[src/rtl/async_rx_pkg.sv]
package async_rx_pkg;
  localparam int DATA_MAX = 8;
  localparam int IDX_W = $clog2(DATA_MAX);
  localparam int FRAME_W = $clog2(DATA_MAX + 3);

  typedef enum logic [2:0] {
    ST_IDLE, ST_START, ST_BITS, ST_STOP, ST_HOLD
  } rxState_t;

  typedef struct packed {
    logic             clear;
    logic             takeData;
    logic [IDX_W-1:0] dataIdx;
    logic             takePar;
    logic             takeMp;
    logic             takeStop;
  } rxStrobe_t;
endpackage

[src/rtl/async_rx_ctrl.sv]
module async_rx_ctrl
  import async_rx_pkg::*;
#(
  parameter int OVERSAMPLE = 16
) (
  input  logic      clk,
  input  logic      rstN,
  input  logic      rxEnable,
  input  logic      sampleTick,
  input  logic      lineBit,
  input  logic      cfgEightBit,
  input  logic      cfgParityOn,
  input  logic      cfgMpOn,
  input  logic      breakNow,
  output rxStrobe_t strobe
);
  localparam int CNT_W = $clog2(OVERSAMPLE);
  localparam int HALF = OVERSAMPLE / 2;

  rxState_t state;
  logic [CNT_W-1:0] tickCnt;
  logic [FRAME_W-1:0] bitIdx;
  logic [FRAME_W-1:0] dataLen;
  logic [FRAME_W-1:0] frameLen;
  logic halfPoint;
  logic bitCentre;

  assign dataLen = cfgEightBit ? FRAME_W'(DATA_MAX) : FRAME_W'(DATA_MAX - 1);
  assign frameLen = dataLen + FRAME_W'(cfgParityOn) + FRAME_W'(cfgMpOn);
  assign halfPoint = sampleTick && (tickCnt == CNT_W'(HALF - 1));
  assign bitCentre = sampleTick && (tickCnt == CNT_W'(OVERSAMPLE - 1));

  always_comb begin
    strobe = '0;
    strobe.dataIdx = bitIdx[IDX_W-1:0];
    if (rxEnable) begin
      case (state)
        ST_START: strobe.clear = halfPoint && !lineBit;
        ST_BITS: begin
          if (bitCentre) begin
            if (bitIdx < dataLen) strobe.takeData = 1'b1;
            else if (cfgParityOn && bitIdx == dataLen) strobe.takePar = 1'b1;
            else strobe.takeMp = 1'b1;
          end
        end
        ST_STOP: strobe.takeStop = bitCentre;
        default: ;
      endcase
    end
  end

  always_ff @(posedge clk or negedge rstN) begin
    if (!rstN) begin
      state <= ST_IDLE;
      tickCnt <= '0;
      bitIdx <= '0;
    end else if (!rxEnable) begin
      state <= ST_IDLE;
      tickCnt <= '0;
      bitIdx <= '0;
    end else if (sampleTick) begin
      case (state)
        ST_IDLE: begin
          tickCnt <= '0;
          if (!lineBit) state <= ST_START;
        end
        ST_START: begin
          if (halfPoint) begin
            tickCnt <= '0;
            bitIdx <= '0;
            state <= lineBit ? ST_IDLE : ST_BITS;
          end else begin
            tickCnt <= tickCnt + 1'b1;
          end
        end
        ST_BITS: begin
          if (bitCentre) begin
            tickCnt <= '0;
            if (bitIdx == frameLen - FRAME_W'(1)) state <= ST_STOP;
            else bitIdx <= bitIdx + 1'b1;
          end else begin
            tickCnt <= tickCnt + 1'b1;
          end
        end
        ST_STOP: begin
          if (bitCentre) begin
            tickCnt <= '0;
            state <= breakNow ? ST_HOLD : ST_IDLE;
          end else begin
            tickCnt <= tickCnt + 1'b1;
          end
        end
        ST_HOLD: if (lineBit) state <= ST_IDLE;
        default: state <= ST_IDLE;
      endcase
    end
  end
endmodule

[src/rtl/async_rx_dpath.sv]
module async_rx_dpath
  import async_rx_pkg::*;
(
  input  logic                clk,
  input  logic                rstN,
  input  logic                serIn,
  input  logic                cfgParityOn,
  input  logic                cfgParityOdd,
  input  logic                cfgMpOn,
  input  rxStrobe_t           strobe,
  output logic                lineBit,
  output logic                breakNow,
  output logic                outValid,
  output logic [DATA_MAX-1:0] outData,
  output logic                outParityErr,
  output logic                outFrameErr,
  output logic                outBreak,
  output logic                outMpBit
);
  logic [1:0] syncReg;
  logic [DATA_MAX-1:0] dataReg;
  logic parBit;
  logic mpBit;

  assign lineBit = syncReg[1];
  assign breakNow = !lineBit && (dataReg == '0);

  always_ff @(posedge clk or negedge rstN) begin
    if (!rstN) begin
      syncReg <= 2'b11;
      dataReg <= '0;
      parBit <= 1'b0;
      mpBit <= 1'b0;
      outValid <= 1'b0;
      outData <= '0;
      outParityErr <= 1'b0;
      outFrameErr <= 1'b0;
      outBreak <= 1'b0;
      outMpBit <= 1'b0;
    end else begin
      syncReg <= {syncReg[0], serIn};
      if (strobe.clear) begin
        dataReg <= '0;
        parBit <= 1'b0;
        mpBit <= 1'b0;
      end
      if (strobe.takeData) dataReg[strobe.dataIdx] <= lineBit;
      if (strobe.takePar) parBit <= lineBit;
      if (strobe.takeMp) mpBit <= lineBit;
      outValid <= strobe.takeStop;
      if (strobe.takeStop) begin
        outData <= dataReg;
        outFrameErr <= !lineBit;
        outBreak <= breakNow;
        outParityErr <= cfgParityOn && ((^dataReg ^ parBit) != cfgParityOdd);
        outMpBit <= cfgMpOn && mpBit;
      end
    end
  end
endmodule

[src/rtl/async_rx_shifter.sv]
module async_rx_shifter
  import async_rx_pkg::*;
#(
  parameter int OVERSAMPLE = 16
) (
  input  logic       clk,
  input  logic       rstN,
  input  logic       rxEnable,
  input  logic       sampleTick,
  input  logic       serIn,
  input  logic       cfgEightBit,
  input  logic       cfgParityOn,
  input  logic       cfgParityOdd,
  input  logic       cfgMpOn,
  input  logic       outReady,
  output logic       outValid,
  output logic [7:0] outData,
  output logic       outParityErr,
  output logic       outFrameErr,
  output logic       outBreak,
  output logic       outMpBit,
  output logic       rxOverrun
);
  rxStrobe_t strobe;
  logic lineBit;
  logic breakNow;

  async_rx_ctrl #(.OVERSAMPLE(OVERSAMPLE)) ctrl (
    .clk(clk), .rstN(rstN), .rxEnable(rxEnable), .sampleTick(sampleTick),
    .lineBit(lineBit), .cfgEightBit(cfgEightBit), .cfgParityOn(cfgParityOn),
    .cfgMpOn(cfgMpOn), .breakNow(breakNow), .strobe(strobe)
  );

  async_rx_dpath dpath (
    .clk(clk), .rstN(rstN), .serIn(serIn), .cfgParityOn(cfgParityOn),
    .cfgParityOdd(cfgParityOdd), .cfgMpOn(cfgMpOn), .strobe(strobe),
    .lineBit(lineBit), .breakNow(breakNow), .outValid(outValid),
    .outData(outData), .outParityErr(outParityErr), .outFrameErr(outFrameErr),
    .outBreak(outBreak), .outMpBit(outMpBit)
  );

  assign rxOverrun = outValid && !outReady;
endmodule

[config.mk]
export PLATFORM = sky130hd
export DESIGN_NAME = async_rx_shifter
export DESIGN_NICKNAME = d
export VERILOG_FILES = /design/src/rtl/async_rx_pkg.sv /design/src/rtl/async_rx_ctrl.sv /design/src/rtl/async_rx_dpath.sv /design/src/rtl/async_rx_shifter.sv
export SDC_FILE = /design/constraint.sdc
export NUM_CORES = 1
export LEC_CHECK = 0
export ABC_CLOCK_PERIOD_IN_PS = 2200
export CAP_MARGIN = 30
export CELL_PAD_IN_SITES_DETAIL_PLACEMENT = 1
export CELL_PAD_IN_SITES_GLOBAL_PLACEMENT = 2
export CORE_ASPECT_RATIO = 1.5
export CORE_MARGIN = 3
export CORE_UTILIZATION = 35
export DETAILED_ROUTE_END_ITERATION = 7
export PLACE_DENSITY = 0.77
export SLEW_MARGIN = 10
export SYNTH_ARGS = -nofsm -noshare
export SYNTH_HDL_FRONTEND = slang
export SYNTH_SLANG_ARGS = --single-unit
[constraint.sdc]
create_clock -name clk -period 2.2 [get_ports clk]
set_clock_uncertainty 0.05 [all_clocks]
set_input_delay 0.55 -clock clk [delete_from_list [all_inputs] [get_ports clk]]
set_output_delay 0.55 -clock clk [all_outputs]
set_load 0.01 [all_outputs]
== Word level (Yosys, flattened, before mapping) ==
Cells that the tools add are included.
Cells by class
  bitwise gates (word level): 1
  muxes and demuxes: 43
  order comparisons: 3
  eq/ne operators: 19
  $add $sub $neg: 5
  reductions and logical operators: 20
Operators with widths (number)
  two-way mux 4 bit: 10
  two-way mux 3 bit: 10
  two-way mux 8 bit: 2
  != test 3 x 2 -> 1 bit, second input constant: 5
  one-hot mux 3 bit (5 select lines): 1
  one-hot mux 4 bit (3 select lines): 1
  two-way mux 1 bit: 11
  two-way mux 2 bit: 5
  logical AND 1 bit: 9
  adder 4 x 1 -> 4 bit: 2
  adder 4 x 1 -> 4 bit, second input constant: 2
  bitwise mux 8 bit: 1
  == test 4 bit: 2
  zero test 8 bit: 1
  one-hot mux 4 bit (2 select lines): 1
  parity 8 bit: 1
  AND reduction 7 bit: 1
  == test 3 x 2 -> 1 bit, second input constant: 2
  != test 3 bit, second input constant: 2
  AND reduction 5 bit: 1
  == test 4 x 3 -> 1 bit, second input constant: 1
  == test 4 bit, second input constant: 1
  < comparator 3 x 4 -> 1 bit, second input constant: 1
  < comparator 4 bit: 1
  other kinds (15): 17
Storage, ports and cells
  input port bits: 10
  flip-flop bits (word level): 36
  output and inout port bits: 14
  word-level logic and storage cells: 104

== Longest topological paths before layout ==
  depth in word-level cells: 10
  mapped depth: 8

== Modules after synthesis ==
From an unflattened synthesis, not the netlist that was laid out.
Unflattened totals
  cells, all modules: 216
  area total of the unflattened synthesis: 2172.1 µm²
By module, submodules not included
  async_rx_dpath: area each 1159.9 µm², times used 1, cells an instance 96
  async_rx_ctrl: area each 998.5 µm², times used 1, cells an instance 119
  async_rx_shifter: area each 13.8 µm², times used 1, cells an instance 1

== Least setup slack after synthesis ==
Ideal clock, no wire load.
  path type: input port to flip-flop
  start point: input port cfgEightBit
  end point: register ctrl.bitIdx[0]
  buffers on the path: 0
  stages on the path: 5
  arrival: 1.750 ns
  path slack: 0.262 ns
  required time: 2.012 ns
  setup time: 0.138 ns
  cell sequence: fa_1 nor4bb_1 o21ai_1 a21oi_1 o21ai_0
On the way
  cells in the longest elaborated chain, start to end: 7
Ends and longest elaborated chain
  from (decl): RTL line async_rx_shifter.sv:11  | input logic cfgEightBit,
  two-way mux 4 bit: RTL line async_rx_ctrl.sv:28  | assign dataLen = cfgEightBit ? FRAME_W'(DATA_MAX) : FRAME_W'(DATA_MAX - 1);
  adder 4 x 1 -> 4 bit (2 in a row): RTL line async_rx_ctrl.sv:29  | assign frameLen = dataLen + FRAME_W'(cfgParityOn) + FRAME_W'(cfgMpOn);
  subtractor 4 x 1 -> 4 bit: RTL line async_rx_ctrl.sv:79  | if (bitIdx == frameLen - FRAME_W'(1)) state <= ST_STOP;
  == test 4 bit: RTL line async_rx_ctrl.sv:79
  != test 3 bit (no source line)
  AND reduction 5 bit (no source line)
  to (signal assigned): RTL line async_rx_ctrl.sv:80  | else bitIdx <= bitIdx + 1'b1;
  to (decl): RTL line async_rx_ctrl.sv:22  | logic [FRAME_W-1:0] bitIdx;
Every way passes these cells.
A chain may end at the register's enable or synchronous reset.

== Final worst setup path ==
  start point: input port cfgEightBit
  end point: register ctrl.bitIdx[2]
Same word-level chain as after synthesis.

==> impl_metrics.tcl <==
set metrics [dict create \
    status "finished, final reports clean" \
    rsz0062_at_grt "no" \
    die_w_um 68.71 \
    die_area_sq_mm 0.006875 \
    place_hpwl_um 3698 \
    vias 1609 \
    cts_setup_buffers 0 \
    crit_chain "dlygate4sd2_1, fa_2, nor4bb_2, o21ai_1, buf_4, a21oi_2, buf_4, a21oi_1, o32ai_1" \
    slowest_delay_ns 0.41 \
    holdCritPathClass "in -> async" \
    wirelength_um 4776 \
    cp_common_cell "buf_4" \
    insertion_delay_ns 0.29 \
    busiest_layer "met2" \
    yosysUniqueCellTypes 46 \
    overflow 0 \
    synth.cell_area_sq_mm 0.002064 \
    tightest_slew_ns 0.3572 \
    cp-start-kind "input pin" \
    synth_flop_cell "dfrtp_1" \
    die_h_um 100.1 \
    met2_usage 0.2840 \
    vdd_drop_max_uv 347.6 \
    ys_seq_elements 36 \
    firstDrtPassIters 4 \
    critical_path.max_fanout 6 \
    fin_crit_ns 2.065 \
    setup.worst_path.class "in -> reg" \
    use_met3 0.02800 \
    grt_pass1_vias 1741 \
    final_area_sq_mm 0.002630 \
    coreArea_sq_mm 0.005574 \
    cts_tree "yes" \
    io_pins 24 \
    dpl-instance-area_sq_mm 0.002520 \
    clk_pin_slew_ns 0.08 \
    max_freq_mhz 484.2 \
    slowest_stage "fa_2" \
    synth_enable_flop_cells 0 \
    p_leak_nw 1.200 \
    use_met1 0.1790 \
    htreeDepth 2 \
    grt_max_degree 37 \
    clock_sinks 36 \
    synth-async-reset-ratio 1.000 \
    first_iter_violations 52 \
    ctsLongestPathBuffers 2 \
    cts_buffers 5 \
    gp_congestion 0.7380 \
    ys.warnings.count 0 \
    nFillCells 638 \
    period_share 0.9388 \
    dp_cells 313 \
    ant_nets 0 \
    wl_per_cell_um 14.88 \
    final_cells 321 \
    p_per_area_mw_per_mm2 485.3 \
    cts_hold_repair.buffers 0 \
    hold_violations 0 \
    nNetsFinal 271 \
    slew_violations 0 \
    maxCapViolations 0 \
    final_cell_mix "dfrtp_1 (34), nand2_1 (27), buf_4 (21)" \
    worstPathRequired_ns 2.34 \
    maxSlewHeadroom 0.7585 \
    synth_nets 227 \
    area_delta_synth_final_pct 27.39 \
    syn_area_per_cell_sq_um 10.02 \
    cts_root_buf "clkbuf_8" \
    route.detailed.drc 0 \
    fp-row-count 33 \
    drive_above_1_share 0.2191 \
    gr-usage-all-layers 0.1572 \
    arrival_ns 2.21 \
    portBuffers 23 \
    cp-end-kind "register" \
    grt_pass1_wl_um 8114 \
    vias_per_cell 5.012 \
    final_common_cell "dfrtp_1" \
    yosysSeqAreaShare 0.4376 \
    antenna_found_initial 0 \
    setup_violations 0 \
    diodes 0 \
    syn_inst 206 \
    start_util 0.3704 \
]
-- metrics by stage --
step / hold slack (ns) / total power (W) / TNS, ns / setup slack (ns) / util
floorplan: 0.2044 / 0.0007308 / 0 / 0.2618 / -
global placement: 0.2975 / 0.0007950 / -4.757 / -0.3533 / 0.4521
detailed placement: 0.2975 / 0.0007964 / -5.914 / -0.4677 / 0.4521
CTS: 0.1653 / 0.001297 / 0 / 0.09887 / 0.4700
global route: 0.1661 / 0.001337 / 0 / 0.03914 / 0.4718
finish: 0.1596 / 0.001276 / 0 / 0.1347 / 0.4718
-- worst max-delay path, delay by kind of cell --
kind	cells	cell delay, ns
compound gates	4	0.39
fa+ha+maj	1	0.41
buf+inv	3	0.58
simple gates	1	0.27
-- area by class of cell --
| class | count | area [sq um] | area share |
|---|---|---|---|
| well taps | 70 | 87.58 | 0.03330 |
| clock buffers | 7 | 86.33 | 0.03283 |
| clock inverters | 1 | 7.507 | 0.002854 |
| multi-input cells | 144 | 1064 | 0.4044 |
| flip-flops and latches | 36 | 903.4 | 0.3435 |
| inverters | 17 | 63.81 | 0.02426 |
| repair buffers | 46 | 417.9 | 0.1589 |
-- state kept, by name, indices dropped and copies added, names as in the netlist --
signal / cells
dpath.outData: 8
dpath.outMpBit: 1
ctrl.tickCnt: 4
ctrl.bitIdx: 4
dpath.dataReg: 8
dpath.outParityErr: 1
dpath.parBit: 1
dpath.outFrameErr: 1
ctrl.state: 3
dpath.outValid: 1
dpath.syncReg: 2
dpath.outBreak: 1
dpath.mpBit: 1
-- power breakdown --
group	internal [W]	leakage (nW)	switching, W	total [W]
combinational	0.0000496	0.671	0.0000556	0.000105
sequential	0.000668	0.485	0.00000732	0.000675
clock	0.000255	0.0445	0.000241	0.000496
total	0.000972	1.20	0.000304	0.00128
-- what timing repair did --
item                       4_1_cts  5_1_grt
resized for setup                7        2
setup endpoints to repair       12        4
cloned                           0        0
pin swaps                        2        0
-- path summary, 6_finish.rpt --
| check | from | endpoint | slack (ns) | depth (start not counted) |
|---|---|---|---|---|
| setup / recovery | cfgEightBit | ctrl.bitIdx[2] | 0.13 | 9 |
| hold / removal | rstN | dpath.dataReg[1] | 0.16 | 2 |
| setup reg to reg | ctrl.tickCnt[0] | ctrl.bitIdx[2] | 0.30 | 7 |
| hold reg to reg | dpath.syncReg[0] | dpath.syncReg[1] | 0.31 | 0 |
| max in group asynchronous | rstN | dpath.syncReg[1] | 1.69 | 2 |
| min in group clk | dpath.syncReg[0] | dpath.syncReg[1] | 0.31 | 0 |
-- per-layer routing --
layer	share of wire	vias to the layer above	wire length, um
met3	0.017	5	81
met4	0.012	0	57
li1	-	793	-
met1	0.41	798	1953
met2	0.56	13	2684
met5	0	-	0
-- cells in the mapped netlist, types with 3 or more instances --
cell type   n  area share
nor2_1      7       0.013
nand2_1    27       0.049
nand3_1    17       0.041
clkbuf_1    4      0.0073
o21ai_0     6       0.015
nand2b_1    3      0.0091
a21oi_1     5       0.012
dfrtp_1    34        0.41
mux2_2     10       0.055
ha_1       10       0.061
mux2i_1    11       0.053
inv_1      17       0.031
nor2b_1     4       0.012
xnor2_1     6       0.025
-- logic make-up (layout without fill, tap and decap cells) --
logic type               Yosys count  in the layout  share of synthesized area
flip-flops                        36             36                     0.4376
buffers and inverters             26             71                    0.05757
AO/OA/AOI/OAI                     24             24                    0.07394
multiplexers                      21             21                     0.1079
AND/OR/NAND/NOR                   80             80                     0.2188
XOR/XNOR                           8              8                    0.03394
adder cells (fa/ha/maj)           11             11                    0.07030
Note: power is estimated with default switching activity, not from simulation.
